**src/rtl/tap_pkg.sv**
```systemverilog
package tap_pkg;

    // Fixed state codes; the code is exported unchanged on the state port.
    typedef enum logic [3:0] {
        ST_EX2_DR   = 4'h0,
        ST_EX1_DR   = 4'h1,
        ST_SHIFT_DR = 4'h2,
        ST_PAUSE_DR = 4'h3,
        ST_SEL_IR   = 4'h4,
        ST_UPD_DR   = 4'h5,
        ST_CAP_DR   = 4'h6,
        ST_SEL_DR   = 4'h7,
        ST_EX2_IR   = 4'h8,
        ST_EX1_IR   = 4'h9,
        ST_SHIFT_IR = 4'hA,
        ST_PAUSE_IR = 4'hB,
        ST_IDLE     = 4'hC,
        ST_UPD_IR   = 4'hD,
        ST_CAP_IR   = 4'hE,
        ST_RESET    = 4'hF
    } tap_state_e;

    // Per-column register-path strobes.
    typedef struct packed {
        logic capture;
        logic shift;
        logic pause;
        logic update;
    } path_strobe_t;

    // Number of consecutive high mode-select edges that guarantee reset.
    localparam int unsigned RESET_RUN = 5;

    function automatic tap_state_e tap_next(input tap_state_e cur, input logic tms);
        tap_state_e nxt;
        case (cur)
            ST_RESET:    nxt = tms ? ST_RESET    : ST_IDLE;
            ST_IDLE:     nxt = tms ? ST_SEL_DR   : ST_IDLE;
            ST_SEL_DR:   nxt = tms ? ST_SEL_IR   : ST_CAP_DR;
            ST_CAP_DR:   nxt = tms ? ST_EX1_DR   : ST_SHIFT_DR;
            ST_SHIFT_DR: nxt = tms ? ST_EX1_DR   : ST_SHIFT_DR;
            ST_EX1_DR:   nxt = tms ? ST_UPD_DR   : ST_PAUSE_DR;
            ST_PAUSE_DR: nxt = tms ? ST_EX2_DR   : ST_PAUSE_DR;
            ST_EX2_DR:   nxt = tms ? ST_UPD_DR   : ST_SHIFT_DR;
            ST_UPD_DR:   nxt = tms ? ST_SEL_DR   : ST_IDLE;
            ST_SEL_IR:   nxt = tms ? ST_RESET    : ST_CAP_IR;
            ST_CAP_IR:   nxt = tms ? ST_EX1_IR   : ST_SHIFT_IR;
            ST_SHIFT_IR: nxt = tms ? ST_EX1_IR   : ST_SHIFT_IR;
            ST_EX1_IR:   nxt = tms ? ST_UPD_IR   : ST_PAUSE_IR;
            ST_PAUSE_IR: nxt = tms ? ST_EX2_IR   : ST_PAUSE_IR;
            ST_EX2_IR:   nxt = tms ? ST_UPD_IR   : ST_SHIFT_IR;
            ST_UPD_IR:   nxt = tms ? ST_SEL_DR   : ST_IDLE;
            default:     nxt = ST_RESET;
        endcase
        return nxt;
    endfunction

endpackage

```
**src/rtl/tap_state_reg.sv**
```systemverilog
module tap_state_reg
    import tap_pkg::*;
(
    input  logic       tck,
    input  logic       trst_n,
    input  logic       tms,
    output tap_state_e state
);

    always_ff @(posedge tck or negedge trst_n) begin
        if (!trst_n) begin
            state <= ST_RESET;
        end else begin
            state <= tap_next(state, tms);
        end
    end

    // ---------------- checks on the sequencing ----------------
    localparam int unsigned RUN_W = $clog2(RESET_RUN + 1);
    localparam logic [RUN_W-1:0] RUN_MAX = RUN_W'(RESET_RUN);

    logic [RUN_W-1:0] high_run;
    always_ff @(posedge tck or negedge trst_n) begin
        if (!trst_n) begin
            high_run <= '0;
        end else if (tms) begin
            high_run <= (high_run == RUN_MAX) ? high_run : high_run + 1'b1;
        end else begin
            high_run <= '0;
        end
    end

    a_r9_five_high_resets: assert property (@(posedge tck) disable iff (!trst_n)
        (high_run == RUN_MAX) |-> (state == ST_RESET));

    a_r3_shift_holds: assert property (@(posedge tck) disable iff (!trst_n)
        (state == ST_SHIFT_DR && !tms) |=> (state == ST_SHIFT_DR));

    a_r4_exit1_to_update: assert property (@(posedge tck) disable iff (!trst_n)
        (state == ST_EX1_DR && tms) |=> (state == ST_UPD_DR));

    a_r5_pause_to_exit2: assert property (@(posedge tck) disable iff (!trst_n)
        (state == ST_PAUSE_DR && tms) |=> (state == ST_EX2_DR));

    a_r6_exit2_back_to_shift: assert property (@(posedge tck) disable iff (!trst_n)
        (state == ST_EX2_DR && !tms) |=> (state == ST_SHIFT_DR));

    a_r7_update_to_idle: assert property (@(posedge tck) disable iff (!trst_n)
        ((state == ST_UPD_DR || state == ST_UPD_IR) && !tms) |=> (state == ST_IDLE));

endmodule

```
**src/rtl/tap_path_decode.sv**
```systemverilog
module tap_path_decode
    import tap_pkg::*;
#(
    parameter bit IR_PATH = 1'b0
) (
    input  logic         tck,
    input  logic         trst_n,
    input  tap_state_e   state,
    output path_strobe_t strb
);

    tap_state_e cap_code, sh_code, pa_code, up_code;

    generate
        if (IR_PATH) begin : g_ir
            assign cap_code = ST_CAP_IR;
            assign sh_code  = ST_SHIFT_IR;
            assign pa_code  = ST_PAUSE_IR;
            assign up_code  = ST_UPD_IR;
        end else begin : g_dr
            assign cap_code = ST_CAP_DR;
            assign sh_code  = ST_SHIFT_DR;
            assign pa_code  = ST_PAUSE_DR;
            assign up_code  = ST_UPD_DR;
        end
    endgenerate

    always_comb begin
        strb.capture = (state == cap_code);
        strb.shift   = (state == sh_code);
        strb.pause   = (state == pa_code);
        strb.update  = (state == up_code);
    end

    // A capture strobe is always followed by exit1 or shift, never by another capture.
    a_r11_capture_single_cycle: assert property (@(posedge tck) disable iff (!trst_n)
        strb.capture |=> !strb.capture && !strb.pause && !strb.update);

    a_r11_strobes_exclusive: assert property (@(posedge tck) disable iff (!trst_n)
        $onehot0(strb));

endmodule

```
**src/rtl/tap_ctrl.sv**
```systemverilog
module tap_ctrl
    import tap_pkg::*;
(
    input  logic       tck,
    input  logic       trst_n,
    input  logic       tms,
    output logic [3:0] state_code,
    output logic       dr_capture,
    output logic       dr_shift,
    output logic       dr_pause,
    output logic       dr_update,
    output logic       ir_capture,
    output logic       ir_shift,
    output logic       ir_pause,
    output logic       ir_update,
    output logic       tdo_en
);

    tap_state_e   cur_state;
    path_strobe_t dr_strb;
    path_strobe_t ir_strb;

    tap_state_reg u_state (
        .tck    (tck),
        .trst_n (trst_n),
        .tms    (tms),
        .state  (cur_state)
    );

    tap_path_decode #(.IR_PATH(1'b0)) u_dr_dec (
        .tck    (tck),
        .trst_n (trst_n),
        .state  (cur_state),
        .strb   (dr_strb)
    );

    tap_path_decode #(.IR_PATH(1'b1)) u_ir_dec (
        .tck    (tck),
        .trst_n (trst_n),
        .state  (cur_state),
        .strb   (ir_strb)
    );

    assign state_code = cur_state;
    assign dr_capture = dr_strb.capture;
    assign dr_shift   = dr_strb.shift;
    assign dr_pause   = dr_strb.pause;
    assign dr_update  = dr_strb.update;
    assign ir_capture = ir_strb.capture;
    assign ir_shift   = ir_strb.shift;
    assign ir_pause   = ir_strb.pause;
    assign ir_update  = ir_strb.update;
    assign tdo_en     = dr_strb.shift | ir_strb.shift;

    // Staying in a shift state keeps the output driven on the next cycle.
    a_r12_tdo_en_in_shift: assert property (@(posedge tck) disable iff (!trst_n)
        ((dr_shift || ir_shift) && !tms) |=> tdo_en);

    a_r12_tdo_en_off_in_pause: assert property (@(posedge tck) disable iff (!trst_n)
        (dr_pause || ir_pause) |-> !tdo_en);

    a_r8_ir_capture_from_select: assert property (@(posedge tck) disable iff (!trst_n)
        (state_code == 4'h4 && !tms) |=> ir_capture);

endmodule

```
**config.mk**
```make
export PLATFORM = sky130hd
export DESIGN_NAME = tap_ctrl
export DESIGN_NICKNAME = d
export VERILOG_FILES = /design/src/rtl/tap_pkg.sv /design/src/rtl/tap_state_reg.sv /design/src/rtl/tap_path_decode.sv /design/src/rtl/tap_ctrl.sv
export SDC_FILE = /design/constraint.sdc
export NUM_CORES = 1
export LEC_CHECK = 0
export ABC_AREA = 1
export CAP_MARGIN = 5
export CELL_PAD_IN_SITES_DETAIL_PLACEMENT = 1
export CELL_PAD_IN_SITES_GLOBAL_PLACEMENT = 2
export CORE_MARGIN = 2
export CORE_UTILIZATION = 20
export CTS_BUF_LIST = sky130_fd_sc_hd__clkbuf_4
export CTS_CLUSTER_DIAMETER = 80
export DETAILED_ROUTE_END_ITERATION = 7
export PLACE_DENSITY = 0.77
export SETUP_SLACK_MARGIN = 0.15
export SYNTH_ARGS = -nofsm -noshare
export SYNTH_HDL_FRONTEND = slang
export SYNTH_HIERARCHICAL = 1
export SYNTH_SLANG_ARGS = --single-unit
```
**constraint.sdc**
```tcl
create_clock -name tck -period 1.8 [get_ports tck]
set_input_delay 0.27 -clock tck [delete_from_list [all_inputs] [get_ports tck]]
set_output_delay 0.27 -clock tck [all_outputs]
set_load 0.1 [all_outputs]
```
==> key figures, run 1 <==
Layout
  • Design area: 960.9 um2
  • Share of layout cells above drive strength 1: 59.00%
  • Top reg by flops: u_state/state
  • Nets: approximately 110
  • FF+latch area: 120.1 um2
  • Most frequent cells in the layout: buf_12 (14), nand2_1 (13), buf_4 (12), nor2_1 (11)
  • Largest registers: u_state/state (4)
  • Largest register FFs: 4
  • Most common cell after layout, fill and taps aside: buf_12
  • Antenna Cells: 0
  • Multi-input gate area: about 330 um2
  • Synthesis-to-finish area growth: 162.1%
  • Fin util: a little under three fifths
  • Fillers: 210

Setup path
  • Crit Path Class: reg -> out
  • CP Launch Type: register
  • Crit path from: u_state/state[3]
  • Critical path fanouts, max: 5
  • Worst Setup End Kind: output port
  • Flop2flop setup slack: 0.46 ns
  • CP Data Arrival Time: approximately 1.4 ns
  • R2R Path Start: u_state/state[0]
  • WP data required: roughly 1.5 ns

Synthesis
  • Cell variety after synth: 12
  • Syn nets: about 70
  • Register area share after synthesis: 28.67%
  • Largest family of logic cells by synthesized area: simple AND/OR/NAND/NOR gates
  • Synth Area in Compound Gates: approximately 4.8%
  • XOR/XNOR share of the synthesized area: 0%
  • Average size of a mapped cell: 5.391 um2
  • Synth Area in Adders: 0%
  • Number of synthesized register bits: 4
  • Mux share of post-synthesis cell area: 0%
  • Synth warn: 6
  • Post-Syn Area: roughly 370 um2
  • Syn Inst Count: 68
  • Post-Synth Simple-Gate Area: between 50% and 60%

Placement
  • Port Buf Inserts: 15
  • Placer Congestion: 0.7424
  • HPWL after detailed placement: approximately 900 um
  • Place WS: between 0.2 and 0.25 ns
  • DP Area: between 800 and 900 um2

GRT
  • Grt met1 use: between 10% and 20%
  • Vias in the first global route: 500
  • Global routing usage on met3: ~4.6%
  • GRT busiest layer: met2
  • Congestion Overflow GR: 0
  • GRT Total Usage: 13.43%
  • Met2 usage: approximately 27%
  • First-pass GRT wire length: ~2100 um
  • Initial antenna violation count: 0
  • Largest net degree at the start of global routing: 9

STA
  • Fin Clk Skew: about 0.0082 ns
  • Tcrit/Tclk final: a little over 90%
  • Slew headroom: between 80 and 90%
  • Final Max Tran Viols: 0
  • RSZ-0062 raised after global routing: yes
  • Worst Slack Setup Final: 0.1306 ns
  • Final setup fails: 0
  • Slew @ Worst Pin: 0.2515 ns
  • Hold WS: about 0.45 ns
  • Final hold vios: 0
  • Post-route minimum period: ~1.7 ns
  • Fmax: roughly 600 MHz

Route
  • First-pass DRT Iterations: 4
  • DRC viols: 0
  • Detailed Route Iter0 Violations: 6
  • Antenna Nets Post-Route: 0
  • Final wirelength: between 1000 and 1500 um
  • Drt wl/cell: 10.44 um
  • Vias per cell: a little over 4
  • Total number of vias: around 510

Floorplanning
  • Starting density of the core: roughly a fifth
  • Total I/O pin count: 16
  • Core ar.: between 1500 and 2000 um2
  • Die Y: about 47 um
  • Std-Cell Rows: 15
  • Die X-Extent: around 47 um
  • Die area: about 2200 um2

Clock tree
  • CTS tree: done
  • Number of buffers created by CTS: 3
  • Reg clk slew, reported paths: roughly 0.040 ns
  • Root buffer cell: clkbuf_4
  • Max clock buf depth: 2
  • Worst-skew pair later-pin latency: between 0.2 and 0.25 ns
  • CTS H-tree lvls: 1
  • Sink Count: 4

Outcome
  • Status: complete, no violations

Worst hold path
  • Worst Hold Class: in -> async

Job
  • Max Cap Viol: 0
-- Yosys cell counts --
master / instances / area, um2
a21boi_0: 1 / 7.510
a21oi_1: 1 / 5.000
buf_6: 1 / 11.26
dfstp_2: 4 / 105.1
inv_1: 12 / 45.04
inv_2: 1 / 3.750
nand2_1: 23 / 86.33
nand3_1: 3 / 15.01
nor2_1: 19 / 71.32
nor2_2: 1 / 6.260
nor3_1: 1 / 5.000
o21ai_0: 1 / 5.000
-- repair_timing --
| item | CTS | global route |
|---|---|---|
| setup endpoints to repair | 4 | 8 |
| hold buffers | 0 | 0 |
| pin swaps | 4 | 7 |
| resized for setup | 4 | 2 |
| buffers inserted | 14 | 1 |
-- worst max-delay path: stages, from the launching register on --
cell	delay, ns
dfstp_4	0.66
nand2_4	0.08
nor2_4	0.13
inv_2	0.08
nand2_8	0.06
buf_12	0.16
-- logic make-up after synthesis --
| group | Yosys count |
|---|---|
| DFF | 4 |
| buffers and inverters | 14 |
| AOI/OAI and AO/OA | 3 |
| and+or+nand+nor | 47 |
-- path summary, 6_finish.rpt --
check,cells past startpoint,to
worst max-delay path,5,tdo_en
worst min-delay path,1,u_state/state[1]
worst max register to register,5,u_state/state[2]
worst min register to register,4,u_state/state[1]
max in group asynchronous,1,u_state/state[2]
min in group tck,3,u_state/state[1]
-- layout make-up --
class	count	area share [%]
timing repair buffer	30	42.97
multi-input combinational	50	33.85
sequential	4	12.50
inverter	13	5.078
tap	25	3.255
clock buffer	3	2.344
-- stage by stage --
| stage | cells | TNS, ns |
|---|---|---|
| 6_report | 125 | 0 |
| 5_1_grt | 125 | 0 |
| 4_1_cts | 124 | 0 |
| 3_5_place_dp | 107 | 0 |
| 3_3_place_gp | 107 | 0 |
| 2_1_floorplan | 68 | -0.2621 |
-- per-layer routing --
layer / vias to the layer above / share of wire (%)
met1: 230 / 40
met2: 12 / 57
li1: 263 / -
met3: 0 / 3.0
met5: - / 0
met4: 0 / 0
Power of run 1 is not shown: default switching activity piles up to over one toggle a cycle in this logic, so the estimate is an artifact.
==> run 2: changes to the inputs <==
--- a/config.mk
+++ b/config.mk
@@ -15,6 +15,7 @@
 export CTS_CLUSTER_DIAMETER = 80
 export DETAILED_ROUTE_END_ITERATION = 7
 export PLACE_DENSITY = 0.77
+export RECOVER_POWER = 50
 export SETUP_SLACK_MARGIN = 0.15
 export SYNTH_ARGS = -nofsm -noshare
 export SYNTH_HDL_FRONTEND = slang
==> key figures, run 2 (synthesis gave the netlist of run 1 again) <==
Worst hold path
  • Worst Hold Class: in -> async (unchanged)

Layout
  • Most frequent cells in the layout: nand2_1 (13), buf_12 (12), buf_4 (11), nor2_1 (11) (was buf_12 (14), nand2_1 (13), buf_4 (12), nor2_1 (11))
  • Top reg by flops: u_state/state (unchanged)
  • Nets: 105 (unchanged)
  • Most common cell after layout, fill and taps aside: nand2_1 (was buf_12)
  • Share of layout cells above drive strength 1: 58.00% (was 59.00%)
  • Largest register FFs: 4 (unchanged)
  • Largest registers: u_state/state (4) (unchanged)
  • Fillers: 213 (was 210)
  • Synthesis-to-finish area growth: 153.6% (was 162.1%)
  • Post-route insts no fill: 125 (unchanged)
  • Design area: 929.6 um2 (was 960.9 um2)
  • Antenna Cells: 0 (unchanged)

Clock tree
  • Sink Count: 4 (unchanged)
  • Root buffer cell: clkbuf_4 (unchanged)
  • CTS tree: done (unchanged)
  • Max clock buf depth: 2 (unchanged)
  • Hold-fix buffers at CTS: 0 (unchanged)
  • Worst-skew pair later-pin latency: 0.23 ns (about the same)
  • Reg clk slew, reported paths: 0.04 ns (about the same)
  • Number of buffers created by CTS: 3 (unchanged)
  • CTS H-tree lvls: 1 (unchanged)

Floorplanning
  • Core ar.: 1727 um2 (unchanged)
  • Starting density of the core: 21.23% (unchanged)
  • Die Y: 46.82 um (unchanged)
  • Die X-Extent: 46.82 um (unchanged)
  • Total I/O pin count: 16 (unchanged)
  • Die area: 2192 um2 (unchanged)
  • Std-Cell Rows: 15 (unchanged)

Placement
  • Placed Cells incl. Taps: 107 (unchanged)
  • Port Buf Inserts: 15 (unchanged)
  • HPWL after detailed placement: 897.8 um (unchanged)
  • Placer Congestion: 0.7424 (unchanged)
  • DP Area: 800.8 um2 (unchanged)
  • Place WS: 0.2151 ns (unchanged)

GRT
  • Initial antenna violation count: 0 (unchanged)
  • Vias in the first global route: 500 (unchanged)
  • First-pass GRT wire length: 2063 um (unchanged)
  • Largest net degree at the start of global routing: 9 (unchanged)
  • GRT Total Usage: 13.43% (unchanged)
  • Congestion Overflow GR: 0 (unchanged)

Setup path
  • Worst Setup End Kind: output port (unchanged)
  • Crit path top cell by count: buf_12
  • CP Launch Type: register (unchanged)
  • Longest individual stage delay on the worst path: 0.68 ns (was 0.66 ns)
  • R2r worst-path depth: 5 (unchanged)
  • Crit Path Class: reg -> out (unchanged)
  • R2R Path Start: u_state/state[0] (unchanged)
  • Critical path cell sequence: buf_12 > nand2_1 > nor2_4 > buf_12 (was nand2_4 > nor2_4 > inv_2 > nand2_8 > buf_12)
  • RR Endpoint: u_state/state[2] (unchanged)
  • Flop2flop setup slack: 0.40 ns (was 0.46 ns)
  • WP data required: 1.53 ns (about the same)
  • Slowest-stage cell, CP: dfstp_4 (unchanged)
  • Critical path fanouts, max: 5 (unchanged)
  • CP Data Arrival Time: 1.39 ns (was 1.40 ns)

STA
  • Final Max Tran Viols: 0 (unchanged)
  • Final setup fails: 0 (unchanged)
  • RSZ-0062 raised after global routing: yes (unchanged)
  • Tcrit/Tclk final: 92.40% (was 92.74%)
  • Slew headroom: 63.68% (was 83.18%)
  • Fmax: 601.3 MHz (was 599.0 MHz)
  • Worst Slack Setup Final: 0.1368 ns (was 0.1306 ns)
  • Slew @ Worst Pin: 0.5471 ns (was 0.2515 ns)
  • Fin Clk Skew: 0.008191 ns (about the same)
  • Final hold vios: 0 (unchanged)
  • Hold WS: 0.5205 ns (was 0.4485 ns)
  • Post-route minimum period: 1.663 ns (was 1.669 ns)

Route
  • Antenna Nets Post-Route: 0 (unchanged)
  • Final wirelength: 1305 um (unchanged)
  • Detailed Route Iter0 Violations: 6 (unchanged)
  • Total number of vias: 507 (was 505)
  • DRC viols: 0 (unchanged)
  • Drt wl/cell: 10.44 um (unchanged)
  • Vias per cell: 4.056 (was 4.040)
  • First-pass DRT Iterations: 4 (unchanged)

Outcome
  • Status: complete, no violations (unchanged)

Job
  • Max Cap Viol: 0 (unchanged)
==> run 2: cell count changes in the layout (fill, tap and decap cells not counted) <==
cell,change
clkdlybuf4s50_1,-1
clkbuf_2,+1
clkbuf_1,+1
clkbuf_4,+1
buf_4,-1
buf_12,-2
dlygate4sd3_1,+1
==> run 2: worst max-delay path by stage <==
stage                                start        to  slack, ns  cells past startpoint
final                     u_state/state[1]  ir_pause       0.14                      4
after detailed placement  u_state/state[3]    tdo_en       0.22                      6
after CTS                 u_state/state[1]    tdo_en       0.12                      5
after global placement    u_state/state[3]    tdo_en       0.25                      6
after floorplan           u_state/state[1]    tdo_en      -0.26                      4
after global routing      u_state/state[0]    tdo_en       0.08                      6
==> run 2: area by class of cell <==
type	count	area, um2	area share [%]
timing repair buffer	30	381.6	41.05
multi-input combinational	50	325.3	34.99
sequential	4	120.1	12.92
inverter	13	48.80	5.249
tap	25	31.28	3.365
clock buffer	3	22.52	2.423
==> run 2: critical path, delay by kind of cell, from the launching register on <==
kind / cells / cell delay, ns
buffers and inverters: 2 / 0.30
and+or+nand+nor: 2 / 0.19
DFF: 1 / 0.68
==> run 2: layer usage <==
layer	vias up	global-route usage [%]	share of wire (%)
li1	264	-	-
met1	231	14.25	41
met2	12	26.85	56
met3	0	4.615	3.0
met4	0	0	0
met5	-	0	0
==> run 2: timing repair <==
action	CTS	global route
pin swaps	4	7
resized for setup	4	2
setup endpoints to repair	4	8
setup buffers	14	1
==> run 2: metrics by stage <==
stage	utilization (%)	TNS (ns)
after global routing	53.84	0
after detailed placement	46.38	0
after global placement	46.38	0
after CTS	55.00	0
after floorplan	-	-0.2621
final	53.84	0
Power of run 2 is left out for the same reason.
